File: config.mk
export PLATFORM = sky130hd
export DESIGN_NAME = ldst_unit
export DESIGN_NICKNAME = d
export VERILOG_FILES = /design/src/rtl/ldst_unit.sv
export SDC_FILE = /design/constraint.sdc
export NUM_CORES = 1
export LEC_CHECK = 0
export ABC_AREA = 1
export BUFFER_PORTS_ARGS = -buffer_cell sky130_fd_sc_hd__buf_2
export CORE_MARGIN = 1.5
export CORE_UTILIZATION = 35
export DETAILED_ROUTE_END_ITERATION = 10
export PLACE_DENSITY_LB_ADDON = 0.2
export RECOVER_POWER = 100
export SLEW_MARGIN = 20
export SYNTH_ARGS = -nofsm -noshare
export SYNTH_HDL_FRONTEND = slang
export SYNTH_SLANG_ARGS = --single-unit
File: constraint.sdc
create_clock -name clk -period 5.53 [get_ports clk]
set_clock_uncertainty 0.2 [all_clocks]
set_input_delay 0.553 -clock clk [delete_from_list [all_inputs] [get_ports clk]]
set_output_delay 0.553 -clock clk [all_outputs]
set_load 0.05 [all_outputs]
File: src/rtl/ldst_unit.sv
module ldst_unit #(
  parameter int AW = 32
) (
  input  logic          clk,
  input  logic          rst_n,
  input  logic          req,
  input  logic          is_store,
  input  logic [1:0]    acc_size,
  input  logic          ld_signed,
  input  logic [1:0]    addr_mode,
  input  logic          use_reg_off,
  input  logic [AW-1:0] base,
  input  logic [AW-1:0] imm_off,
  input  logic [AW-1:0] reg_off,
  input  logic [31:0]   st_src,
  input  logic          mem_ready,
  input  logic          resp_valid,
  input  logic [31:0]   resp_rdata,
  output logic          mem_req,
  output logic          mem_we,
  output logic [AW-1:0] mem_addr,
  output logic [3:0]    mem_be,
  output logic [31:0]   mem_wdata,
  output logic          misalign,
  output logic          ld_valid,
  output logic [31:0]   ld_data,
  output logic          wb_en,
  output logic [AW-1:0] wb_value
);
  logic [AW-1:0] off, sum, ea;
  logic          bad, busy, accept, done;
  logic          st_q, sg_q, wbf_q;
  logic [1:0]    sz_q, lane_q;
  logic [AW-1:0] wbv_q;
  logic [7:0]    bsel;
  logic [15:0]   hsel;

  assign off = use_reg_off ? reg_off : imm_off;
  assign sum = base + off;
  assign ea  = (addr_mode == 2'd2) ? base : sum;
  assign bad = acc_size[1] ? (ea[1:0] != 2'b00) : (acc_size[0] & ea[0]);

  assign misalign = req & bad;
  assign mem_req  = req & ~busy & ~bad;
  assign accept   = mem_req & mem_ready;
  assign mem_we   = is_store;
  assign mem_addr = ea;

  always_comb begin
    if (acc_size[1]) begin
      mem_be    = 4'b1111;
      mem_wdata = st_src;
    end else if (acc_size[0]) begin
      mem_be    = ea[1] ? 4'b1100 : 4'b0011;
      mem_wdata = {2{st_src[15:0]}};
    end else begin
      mem_be    = 4'b0001 << ea[1:0];
      mem_wdata = {4{st_src[7:0]}};
    end
  end

  always_ff @(posedge clk) begin
    if (!rst_n) begin
      busy   <= 1'b0;
      st_q   <= 1'b0;
      sg_q   <= 1'b0;
      wbf_q  <= 1'b0;
      sz_q   <= 2'd0;
      lane_q <= 2'd0;
      wbv_q  <= '0;
    end else if (accept) begin
      busy   <= 1'b1;
      st_q   <= is_store;
      sg_q   <= ld_signed;
      wbf_q  <= (addr_mode == 2'd1) || (addr_mode == 2'd2);
      sz_q   <= acc_size;
      lane_q <= ea[1:0];
      wbv_q  <= sum;
    end else if (done) begin
      busy <= 1'b0;
    end
  end

  assign done = busy & resp_valid;

  always_comb begin
    case (lane_q)
      2'd0:    bsel = resp_rdata[7:0];
      2'd1:    bsel = resp_rdata[15:8];
      2'd2:    bsel = resp_rdata[23:16];
      default: bsel = resp_rdata[31:24];
    endcase
    hsel = lane_q[1] ? resp_rdata[31:16] : resp_rdata[15:0];
    if (sz_q[1])      ld_data = resp_rdata;
    else if (sz_q[0]) ld_data = {{16{sg_q & hsel[15]}}, hsel};
    else              ld_data = {{24{sg_q & bsel[7]}}, bsel};
  end

  assign ld_valid = done & ~st_q;
  assign wb_en    = done & wbf_q;
  assign wb_value = wbv_q;
endmodule


# Yosys cells after proc, flatten, opt, wreduce, memory -nomap -nowiden
# Cells that the tools add are included.
# op_classes
add_sub_neg	1
bitwise	13
mux	14
reduce_logical	4
eq_ne	4
shifts	1
# ops
op	n
32-bit two-way mux	6
32-bit adder	1
8-bit one-hot mux with 3 select lines	1
16-bit two-way mux	1
4-bit two-way mux	3
1-bit bitwise AND	10
2-bit by 1-bit == test with 1-bit output, second input constant	2
2-bit == test, second input constant	2
2-bit nonzero test	2
1-bit by 2-bit left shift with 4-bit output, first input constant	1
1-bit two-way mux	3
1-bit NOT	3
2-bit logical NOT	1
1-bit logical OR	1
# totals
out_inout_bits	137
reg_bits	40
wordCells	44

# Logic depth before layout (Yosys ltp)
# Gate-level depths: netlist of run 1.
# depth
depth_word	9
ltp_mapped	16
mapped_depth_nobuf	14

# Least setup slack after synthesis of run 1
# OpenSTA, ideal clock, no wires.
# synth_timing
path_kind	input -> output
start	input port use_reg_off
end	output port mem_be[2]
arrival_ps	3661
path_buffers	2
stages	8
t_required_ps	4777
slack_ps	1116
path_cell_list	clkbuf_1 buf_1 mux2_2 fa_1 nand2_1 nand2_1 inv_1 o21ai_0
# synth_between
elab_chain_cells	6
# synth_rtl
element	line	text
from (decl)	11	input logic use_reg_off,
32-bit two-way mux *	38	assign off = use_reg_off ? reg_off : imm_off;
32-bit adder *	39	assign sum = base + off;
net sum[1]	30	logic [AW-1:0] off, sum, ea;
32-bit two-way mux *	40	assign ea = (addr_mode == 2'd2) ? base : sum;
net mem_addr[1]	21	output logic [AW-1:0] mem_addr,
1-bit by 2-bit left shift with 4-bit output or 4-bit two-way mux (tied branches)	57, 54	
4-bit two-way mux *	53	end else if (acc_size[0]) begin
4-bit two-way mux *	50	if (acc_size[1]) begin
to (decl)	22	output logic [3:0] mem_be,
# Mark *: on every way through the listed nets, which the timed path passes. The rest lies on a longest branch.

# Final worst setup path of run 1
# layout_timing
start	input port use_reg_off
end	register wbv_q[18] (netlist: wb_value[18])
# layout_between
elab_chain_cells	8
# layout_rtl
element	line	text
32-bit two-way mux	38	
32-bit adder	39	
net sum[1]	30	
32-bit two-way mux	40	
2-bit nonzero test	41	assign bad = acc_size[1] ? (ea[1:0] != 2'b00) : (acc_size[0] & ea[0]);
1-bit two-way mux	41	
1-bit NOT	44	assign mem_req = req & ~busy & ~bad;
1-bit bitwise AND	44	
1-bit bitwise AND	45	assign accept = mem_req & mem_ready;
to (signal assigned)	78	wbv_q <= sum;
to (decl)	34	logic [AW-1:0] wbv_q;
# The timed path passes the listed nets, and every way through them passes these cells.
# A chain may end at the register's enable or synchronous reset.

==> summary.md, run 1 <==
| Metric | Value |
|---|---|
| Status | completed |
| Worst-case clock buffer depth | 2 |
| Xor/xnor share of the synthesized area | 2.59% |
| Setup TNS | 0 ps |
| Worst-path clk slew | ~60 ps |
| Final nets | 1568 |
| Synth area leaders | nand2_1 (30%), dfxtp_1 (14%), inv_1 (11%) |
| Clk Latency, worst-skew pair | 290 ps |
| Wirelength per Cell | 13.7 um |
| Max Freq | between 200 and 250 MHz |
| Number of port buffers | 308 |
| Depth of the worst register-to-register path | 6 |
| Area after DPL | 0.00733 mm^2 |
| Sequential power share | 18.3% |
| Starting DRC count in detailed routing | 313 |
| Cell with the most instances after synthesis | nand2_1 |
| Final period util | between 80% and 90% |
| Post-synth EDFFs | 0 |
| Final Hold Viols | 0 |
| Starting density of the core | 36.0% |
| CP required | 5510 ps |
| Syn Inst Count | ~1100 |
| Post_cts resized | 0 |
| WP data arrival | 4780 ps |
| Fillers | 1853 |
| First-pass GRT wire length | 32100 um |
| Worst Hold Class | reg -> reg |
| Fin area | 0.00732 mm^2 |
| Number of synthesis warnings | 0 |
| Post-Syn Nets | 1297 |
| Hold_sp | wb_value[2] |
| DRT antenna net count | 0 |
| Sw Ratio | 55.8% |
| Vias per std cell | 4.73 |
| Compound-Gate Fraction of Synth Area | 11.6% |
| Vias in the first global route | 6700 |
| Post-route DRC | 0 |
| Die Height | 131 um |
| Final std cells w/o fill | approximately 1600 |
| Flop-to-flop setup slack | 2730 ps |
| GP Congestion | around 0.9 |
| CP Launch Type | primary input |
| Die width | 131 um |
| Hold endpoint | wb_value[2] |
| Asr flop ratio synth | 0% |
| Top cell type's share of synthesized area | 29.6% |
| Setup repair after global routing missed its margin | false |
| Clock tree root buffer cell | clkbuf_16 |
| Max cap viols | 0 |
| Worst setup path category | in -> reg |
| # setup viols final | 0 |
| Slew headroom | 17.8% |
| Initial antenna violation count | 2 |
| Min Clock Period, post-route | about 4800 ps |
| Commonest cells post-synth | nand2_1 (452), inv_1 (173), nor2_1 (108) |
| IO Count | a little over 300 |
| DP Worst Slack | a little over 1000 ps |
| Cell repeated most along the worst path | nand2_1 |
| Pins Over Slew Limit | 0 |
| Biggest area consumer among synthesized cells | nand2_1 |
| Num CTS Buffers | 5 |
| Top_reg_cell synth | dfxtp_1 |
| PwrDens | 249 mW/mm^2 |
| Worst-path cell chain | clkbuf_1, mux2_2, ha_1, fa_1, nand2_1, nand2_1, nand2_1, nand2_1, nor3_1, nand2_2, inv_2, nand3_1, nand2_1, inv_1 |
| Worst reg2reg startpoint | busy |
| Setup Buffers After CTS | 0 |
| Share of cells above drive strength 1 | 16.2% |
| Synth Area in Adders | approximately 7.3% |
| Synthesis-to-finish area growth | 27.6% |
| Gr ovfl total | 0 |
| CTS tree | yes |
| Peak supply drop | about 0.10 mV |
| Die Area | 0.0172 mm^2 |
| CP max-delay cell | inv_2 |
| Setup WS post-layout | around 740 ps |
| Sink Count | 40 |
| Internal power | around 0.0008 W |
| Cell area after synthesis | 0.00574 mm^2 |
| Final wirelength | 21700 um |
| Tightest Pin Transition | 1230 ps |
| Number of cells on the worst hold path | 2 |
| Post-DP HPWL | 17900 um |
| Total track usage | 24.1% |
| Core area | 0.0159 mm^2 |
| Core Util, Final | 45.9% |
| Part of the power in the clock network | about a fifth |
| Post-synthesis sequential area ratio | 14.0% |
| Placed Cells | 1572 |
| Simple-Gate Fraction of Synth Area | 42.8% |
| Vias post-DR | 7483 |
| Combinational family with the most area after synthesis | simple AND/OR/NAND/NOR gates |
| Crit path max fanout | 49 |
| First drt pass iteration count | 5 |
| P_leak | between 4 and 5 nW |
| Post-CTS Hold Fix Bufs | 0 |
| H-tree lvl count | 2 |
| P_sw | 0.00102 W |
| Crit. End Element | register |
| CP peak stage delay | 800 ps |
| Largest net degree at the start of global routing | 50 |
| RR Endpoint | wb_value[18] |
| Combinational power share | a little over three fifths |
| Row count | between 40 and 50 |
| Yosys cell types | 34 |
| Yosys reg bits | 40 |
| Post-Syn Area per Cell | about 5.3 um^2 |
| Multiplexer area fraction after synthesis | ~6.3% |
==> critical path: cells and delay by family <==
kind                       cells  cell delay [ps]
adders and majority gates      2              730
buffers and inverters          3             1290
muxes                          1              410
and+or+nand+nor                8             1740
==> power by group through the flow <==
stage / Sequential (W) / Combinational (W) / Clock (W)
floorplan: 0.000394 / 0.000815 / 0
global placement: 0.000340 / 0.00118 / 0
detailed placement: 0.000340 / 0.00117 / 0
CTS: 0.000334 / 0.00118 / 0.000348
global route: 0.000336 / 0.00125 / 0.000358
finish: 0.000333 / 0.00115 / 0.000340
==> worst max path at each step <==
stage                            from            to  slack (ps)  cells past startpoint
after floorplan           use_reg_off     mem_be[2]        1120                      8
after global placement    use_reg_off  wb_value[18]        1070                     14
after detailed placement  use_reg_off  wb_value[22]        1030                     14
after CTS                 use_reg_off  mem_addr[16]        1300                     14
after global routing      use_reg_off  wb_value[18]         530                     14
final                     use_reg_off  wb_value[18]         740                     14
==> cell usage in the layout, fill, tap and decap left out, types with 5 or more instances in the layout <==
cell / n
dfxtp_1: 40
o21ai_0: 56
inv_1: 174
nor3_1: 5
clkbuf_1: 132
a32oi_1: 7
nand3_1: 52
mux2_2: 32
nand2_1: 452
xor2_1: 15
a21oi_1: 56
ha_1: 32
nor2_1: 108
buf_2: 176
clkbuf_16: 5
==> kinds of logic (layout without fill, tap and decap cells) <==
kind of cell             count (synthesis)  in the layout
AND/OR/NAND/NOR                        624            624
buffers and inverters                  221            493
AO/OA/AOI/OAI                          125            125
flip-flops                              40             40
adder cells (fa/ha/maj)                 33             33
multiplexers                            32             32
XOR/XNOR                                17             17
other                                    0              2
==> cell type report <==
class,count,area [um^2],share of cell area (%)
Timing Repair Buffer,310,1390,19.0
Sequential cell,40,801,10.9
Multi-Input combinational cell,831,4030,55.0
Antenna cell,2,5.00,0.0684
Inverter,175,657,8.97
Clock inverter,3,47.5,0.649
Clock buffer,5,125,1.71
Tap cell,216,270,3.69
==> registers in the layout, indices dropped and copies added (netlist names) <==
name and cells:
lane_q 2, busy 1, wb_value 32, sg_q 1, st_q 1, sz_q 2, wbf_q 1
==> through the flow <==
stage / hold WS [ps] / power [W]
2_1_floorplan: 255 / 0.00121
3_3_place_gp: 262 / 0.00152
3_5_place_dp: 272 / 0.00151
4_1_cts: 288 / 0.00186
5_1_grt: 297 / 0.00195
6_report: 287 / 0.00182
==> layer usage <==
| layer | wire [um] | vias up | GRT usage, % | share of wire [%] |
|---|---|---|---|---|
| li1 | - | 3889 | - | - |
| met1 | 9170 | 3282 | 28.0 | 42 |
| met2 | 10500 | 272 | 44.4 | 49 |
| met3 | 1320 | 40 | 2.60 | 6.1 |
| met4 | 646 | 0 | 11.2 | 3.0 |
| met5 | 0 | - | 0 | 0 |
Power figures use the tool's default switching activity.
==> run 2, diff against run 1 <==
--- a/config.mk
+++ b/config.mk
@@ -6,9 +6,10 @@
 export NUM_CORES = 1
 export LEC_CHECK = 0
 export ABC_AREA = 1
+export ABC_CLOCK_PERIOD_IN_PS = 5530
 export BUFFER_PORTS_ARGS = -buffer_cell sky130_fd_sc_hd__buf_2
 export CORE_MARGIN = 1.5
-export CORE_UTILIZATION = 35
+export CORE_UTILIZATION = 42
 export DETAILED_ROUTE_END_ITERATION = 10
 export PLACE_DENSITY_LB_ADDON = 0.2
 export RECOVER_POWER = 100
==> run 2 against run 1 <==
  * Via count up 0.29%
  * Core utilization up 8.5 points
  * Power down 3.5%
  * Register-to-register slack better by 130 ps
  * Global-route usage up 4.9 points
  * Non-clock buffer count unchanged
  * Die area down 16%
  * Worst hold slack worse by 23 ps
  * Worst setup slack better by 360 ps
  * Design area down 1.1%
  * Highest routed layer unchanged
==> summary.md, run 2 (synthesis gave the netlist of run 1 again) <==
| Metric | Value |
|---|---|
| # setup viols final | 0 (unchanged) |
| Gr ovfl total | 0 (unchanged) |
| GP Congestion | 0.901 (+0.17%) |
| Share of cells above drive strength 1 | 16.1% (-0.061 points) |
| Pins Over Slew Limit | 0 (unchanged) |
| Max cap viols | 0 (unchanged) |
| Flop-to-flop setup slack | 2860 ps (+130 ps) |
| CP Launch Type | primary input |
| Crit. End Element | register |
| Commonest cells after routing, fill and taps aside | nand2_1 (453), buf_2 (177), inv_1 (174) |
| Buf/Inv on CP | 6 (+3) |
| Peak supply drop | 0.102 mV (-2.2%) |
| Final period util | 80.1% (-6.5 points) |
| P_sw | 0.00100 W (-1.3%) |
| Final nets | 1568 (unchanged) |
| Post_cts resized | 0 (unchanged) |
| Worst-path cell chain | buf_2, inv_1, ha_1, buf_4, inv_1, nand2_1, nand2_1, o21ai_2, nand2_1, nor3_1, nand2_1, inv_2, nand3_1, nand2_1, inv_1 |
| Status | completed |
| Internal power | 0.000756 W (-6.3%) |
| Starting density of the core | 43.2% (+7.2 points) |
| GR Util met3 | 4.56% (+2.0 points) |
| Cell repeated most along the worst path | nand2_1 |
| First-pass GRT wire length | 33300 um (+3.6%) |
| Sw Ratio | 57.0% (+1.3 points) |
| First drt pass iteration count | 5 (unchanged) |
| Met1 GRT Util | 35.4% (+7.4 points) |
| Crit path max-delay family | buffers and inverters |
| CP peak stage delay | 870 ps (+70 ps) |
| Min Clock Period, post-route | 4430 ps (-361 ps) |
| Top Usage Layer GRT | met2 |
| Crit path max fanout | 49 (unchanged) |
| CP required | 5510 ps (about the same) |
| Vias in the first global route | 6748 (+0.72%) |
| Post-CTS Hold Fix Bufs | 0 (unchanged) |
| Met2 GRT Util | 50.4% (+6.0 points) |
| Post-route DRC | 0 (unchanged) |
| Number of port buffers | 308 (unchanged) |
| Final wirelength | 21400 um (-1.1%) |
| Clock tree root buffer cell | clkbuf_16 |
| H-tree lvl count | 2 (unchanged) |
| Synthesis-to-finish area growth | 26.1% |
| Max Freq | 226 MHz (+8.1%) |
| Row count | 42 (-8.7%) |
| Die width | 120 um (-8.5%) |
| PwrDens | 243 mW/mm^2 (-2.4%) |
| CTS tree | yes |
| Setup repair after global routing missed its margin | false |
| Core Util, Final | 54.5% (+8.5 points) |
| Die Height | 120 um (-8.5%) |
| Max FFs per register | 32 (unchanged) |
| Post-DP HPWL | 17800 um (-0.54%) |
| Worst-path clk slew | 60 ps (about the same) |
| Worst-case clock buffer depth | 2 (unchanged) |
| Slew headroom | 19.7% (+1.9 points) |
| Worst Hold Class | reg -> reg |
| Fillers | 1563 (-16%) |
| Clk Latency, worst-skew pair | 280 ps (about the same) |
| Setup TNS | 0 ps (unchanged) |
| Commonest non-fill, non-tap cell in the layout | nand2_1 |
| Num CTS Buffers | 5 (unchanged) |
| Part of the power in the clock network | 15.5% (-3.2 points) |
| Tightest Pin Transition | 1200 ps (-28.4 ps) |
| Sequential power share | 18.8% (+0.5 points) |
| DRT antenna net count | 0 (unchanged) |
| Initial antenna violation count | 2 (unchanged) |
| Power Total | 0.00176 W (-3.5%) |
| IO Count | 309 (unchanged) |
| Largest net degree at the start of global routing | 50 (unchanged) |
| Die Area | 0.0144 mm^2 (-16%) |
| Total track usage | 29.1% (+4.9 points) |
| P_leak | 4.36 nW (-0.34%) |
| Final hold slack | 265 ps (-22.8 ps) |
| Vias post-DR | 7505 (+0.29%) |
| Worst setup path category | in -> reg |
| CP max-delay cell | inv_2 |
| Sink Count | 40 (unchanged) |
| WP data arrival | 4410 ps (-370 ps) |
| Wirelength per Cell | 13.9 um (+1.5%) |
| Combinational power share | 65.6% (+2.6 points) |
| Vias per std cell | 4.87 (+3.0%) |
| Starting DRC count in detailed routing | 474 (+51%) |
| Final Hold Viols | 0 (unchanged) |
| Setup Buffers After CTS | 0 (unchanged) |
| Core area | 0.0133 mm^2 (-17%) |
[run 2: cell count changes in the layout (fill, tap and decap cells not counted), sizes merged]
cell	previous run	this run
buf	178	179
bufinv	1	0
clkbuf	137	136
clkinv	2	1
clkinvlp	0	1
[run 2: final cells by class]
cell class / instances / area [um^2] / area share, %
Clock inverter: 2 / 12.5 / 0.173
Antenna cell: 2 / 5.00 / 0.0691
Sequential cell: 40 / 801 / 11.1
Tap cell: 176 / 220 / 3.04
Clock buffer: 5 / 125 / 1.73
Inverter: 175 / 657 / 9.07
Multi-Input combinational cell: 831 / 4030 / 55.6
Timing Repair Buffer: 310 / 1390 / 19.2
[run 2: worst paths after layout]
kind,startpoint,to,depth (start not counted)
setup / recovery,addr_mode[0],wb_value[24],15
hold / removal,wb_value[2],wb_value[2],2
setup reg to reg,busy,wb_value[24],6
hold reg to reg,wb_value[2],wb_value[2],2
[run 2: routing by layer]
| metal | wire length [um] | vias up |
|---|---|---|
| li1 | - | 3891 |
| met1 | 9070 | 3306 |
| met2 | 10300 | 268 |
| met3 | 1400 | 40 |
| met4 | 701 | 0 |
| met5 | 0 | - |
[run 2: worst reg2reg max path, delay by kind of cell, from the launching register on]
family / cells / cell delay (ps)
buffers and inverters: 2 / 910
AND/OR/NAND/NOR: 4 / 1130
flip-flops: 1 / 330
[run 2: power by group through the flow]
stage | sequential (W) | clock, W | combinational (W)
after global routing | 0.000334 | 0.000296 | 0.00125
final | 0.000331 | 0.000273 | 0.00115
after detailed placement | 0.000337 | 0 | 0.00118
after floorplan | 0.000394 | 0 | 0.000815
after CTS | 0.000331 | 0.000283 | 0.00118
after global placement | 0.000337 | 0 | 0.00118
[run 2: metrics by stage]
step	setup slack [ps]	instances	area, um^2
5_1_grt	657	1541	7240
4_1_cts	1460	1539	7420
2_1_floorplan	1120	1092	5740
3_5_place_dp	1330	1532	7280
3_3_place_gp	1470	1532	7280
6_report	1100	1541	7240
==> run 3, diff against run 2 <==
--- a/config.mk
+++ b/config.mk
@@ -6,7 +6,7 @@
 export NUM_CORES = 1
 export LEC_CHECK = 0
 export ABC_AREA = 1
-export ABC_CLOCK_PERIOD_IN_PS = 5530
+export ABC_CLOCK_PERIOD_IN_PS = 3700
 export BUFFER_PORTS_ARGS = -buffer_cell sky130_fd_sc_hd__buf_2
 export CORE_MARGIN = 1.5
 export CORE_UTILIZATION = 42
==> constraint.sdc (replaced) <==
create_clock -name clk -period 3.7 [get_ports clk]
set_clock_uncertainty 0.2 [all_clocks]
set_input_delay 0.37 -clock clk [delete_from_list [all_inputs] [get_ports clk]]
set_output_delay 0.37 -clock clk [all_outputs]
set_load 0.05 [all_outputs]
==> run 3 against run 2 <==
  * Global-route usage down 0.089 points
  * First-iteration DRC count up 3.4%
  * Clock power up 88%
  * Die area unchanged
  * Wire length about the same
  * Power up 57%
  * Cell count up 0.97%
  * Via count up 1.7%
  * Register-to-register slack worse by 1100 ps
==> summary.md, run 3 (synthesis gave the netlist of run 1 again) <==
| Metric | Value |
|---|---|
| Power Total | 0.00276 W (+57%) |
| P_leak | 4.51 nW (+3.4%) |
| Setup repair after global routing missed its margin | false |
| IO Count | 309 (unchanged) |
| Gr ovfl total | 0 (unchanged) |
| Largest net degree at the start of global routing | 32 (-36%) |
| Core area | 0.0133 mm^2 (unchanged) |
| Wirelength per Cell | 13.8 um (-0.92%) |
| GP Congestion | 0.991 (+10%) |
| Commonest cells after routing, fill and taps aside | nand2_1 (452), inv_1 (173), buf_2 (173) |
| Num CTS Buffers | 5 (unchanged) |
| Fin area | 0.00741 mm^2 (+2.4%) |
| Worst reg2reg startpoint | busy |
| Tightest Pin Transition | 1130 ps (-77.5 ps) |
| Max Freq | 285 MHz |
| Starting DRC count in detailed routing | 490 (+3.4%) |
| Initial antenna violation count | 2 (unchanged) |
| Setup WS post-layout | 193 ps (-904 ps) |
| Flop-to-flop setup slack | 1720 ps (-1140 ps) |
| DRT antenna net count | 0 (unchanged) |
| Starting density of the core | 43.2% (unchanged) |
| Core Util, Final | 55.8% (+1.3 points) |
| Worst setup path category | in -> out |
| PwrDens | 372 mW/mm^2 (+53%) |
| Status | completed |
| Area after DPL | 0.00739 mm^2 (+1.5%) |
| Crit. Startpoint | use_reg_off |
| Slew headroom | 24.9% (+5.3 points) |
| Hold endpoint | sg_q |
| Vias post-DR | 7631 (+1.7%) |
| Crit path max fanout | 7 (-86%) |
| Synthesis-to-finish area growth | 29.2% |
| Worst-case clock buffer depth | 2 (unchanged) |
| Worst-path cell chain | clkbuf_4, mux2_2, ha_1, fa_1, nand3_1, nand3_1, nand3_1, nand3_1, nand2_1, nand3_1, nand2_1, nand2_1, nand2_1, clkbuf_2 |
| Hold_sp | ld_signed |
| Crit path max-delay family | simple AND/OR/NAND/NOR gates |
| Cell repeated most along the worst path | nand3_1 |
| Clk Latency, worst-skew pair | 280 ps (about the same) |
| Pins Over Slew Limit | 0 (unchanged) |
| H-tree lvl count | 2 (unchanged) |
| CP peak stage delay | 480 ps (-390 ps) |
| Worst-path clk slew | 60 ps (about the same) |
| Min Clock Period, post-route | 3510 ps |
| Final Hold Viols | 0 (unchanged) |
| Die Height | 120 um (unchanged) |
| Sink Count | 40 (unchanged) |
| First-pass GRT wire length | 33300 um (about the same) |
| Final std cells w/o fill | 1556 (+0.97%) |
| First drt pass iteration count | 5 (unchanged) |
| Post-route DRC | 0 (unchanged) |
| Depth of the worst register-to-register path | 6 (unchanged) |
| WP data arrival | 2940 ps (-1470 ps) |
| Buf/Inv on CP | 2 (-4) |
| Die Area | 0.0144 mm^2 (unchanged) |
| CP required | 3130 ps (-2380 ps) |
| Max FFs per register | 32 (unchanged) |
| Sw Ratio | 54.7% (-2.4 points) |
| Placed Cells | 1546 (+0.91%) |
| Worst Hold Class | in -> reg |
| Number of port buffers | 308 (unchanged) |
| Final wirelength | 21400 um (about the same) |
| Commonest non-fill, non-tap cell in the layout | nand2_1 |
| Share of cells above drive strength 1 | 18.9% (+2.7 points) |
| Peak supply drop | 0.171 mV (+68%) |
| Post-DP HPWL | 17700 um (-0.39%) |
| Final nets | 1582 (+0.89%) |
| CP Launch Type | primary input |
| Die width | 120 um (unchanged) |
| Row count | 42 (unchanged) |
| Internal power | 0.00125 W (+66%) |
| Sequential power share | 17.8% (-1.0 points) |
| Vias per std cell | 4.90 (+0.70%) |
| CTS tree | yes |
| Fillers | 1513 (-3.2%) |
| Max cap viols | 0 (unchanged) |
| P_sw | 0.00151 W (+50%) |
| Setup Buffers After CTS | 0 (unchanged) |
| Part of the power in the clock network | 18.5% (+3.0 points) |
| Final period util | 94.8% |
| RR Endpoint | wb_value[14] |
| Vias in the first global route | 6860 (+1.7%) |
| Total track usage | 29.0% (-0.089 points) |
| CP max-delay cell | fa_1 |
| Number of cells on the worst hold path | 3 (+1) |
| # setup viols final | 0 (unchanged) |
| Clock tree root buffer cell | clkbuf_16 |
| Combinational power share | 63.7% (-1.9 points) |
| DP Worst Slack | 202 ps (-1130 ps) |
| Crit. End Element | output port |
## run 3: changes by cell type in the layout (fill, tap and decap cells not counted), moves of 2 or more
cell | previous run | this run
clkbuf_1 | 131 | 111
buf_4 | 2 | 12
buf_2 | 177 | 173
o21ai_1 | 0 | 2
o21ai_0 | 55 | 53
clkbuf_2 | 0 | 27
## run 3: how the worst max path moves through the flow
stage                         endpoint  slack, ps  cells after the start
after floorplan              mem_be[2]       -180                      8
after global placement    mem_addr[21]        240                     17
after detailed placement  mem_addr[31]        200                     16
after CTS                 mem_addr[31]        180                     16
after global routing      mem_addr[29]         30                     17
final                     mem_addr[28]        190                     14
## run 3: metrics by stage
stage,hold WS (ps),TNS [ps]
2_1_floorplan,255,-531
3_3_place_gp,256,0
3_5_place_dp,258,0
4_1_cts,149,0
5_1_grt,178,0
6_report,163,0
## run 3: final cells by class
type	count	area, um^2	area share [%]
Antenna cell	2	5.00	0.0675
Clock buffer	6	139	1.87
Clock inverter	2	38.8	0.523
Inverter	175	657	8.86
Multi-Input combinational cell	831	4040	54.5
Sequential cell	40	801	10.8
Tap cell	176	220	2.97
Timing Repair Buffer	324	1520	20.4
## run 3: worst register-to-register path, stage by stage, from the launching register on
cell and delay [ps]:
dfxtp_1 320, nor3_1 310, nand2_2 100, clkbuf_2 380, a21oi_1 340, o21ai_0 190, inv_1 90
## run 3: per-layer routing
layer / up-vias / global-route usage (%) / wire length, um
met5: - / 0 / 0
met4: 0 / 9.82 / 552
met3: 46 / 3.90 / 1340
met2: 316 / 52.0 / 10300
met1: 3346 / 35.5 / 9210
li1: 3923 / - / -
## run 3: timing repair
| item | 4_1_cts | 5_1_grt |
|---|---|---|
| resized for setup | 0 | 2 |
| endpoints found under the setup margin | 0 | 3 |
| hold buffers | 0 | 0 |
## run 3: power groups by stage
| stage | combinational, W | clock (W) | sequential, W |
|---|---|---|---|
| 3_5_place_dp | 0.00178 | 0 | 0.000499 |
| 3_3_place_gp | 0.00177 | 0 | 0.000499 |
| 4_1_cts | 0.00178 | 0.000527 | 0.000490 |
| 2_1_floorplan | 0.00122 | 0 | 0.000589 |
| 5_1_grt | 0.00190 | 0.000539 | 0.000494 |
| 6_report | 0.00176 | 0.000512 | 0.000490 |
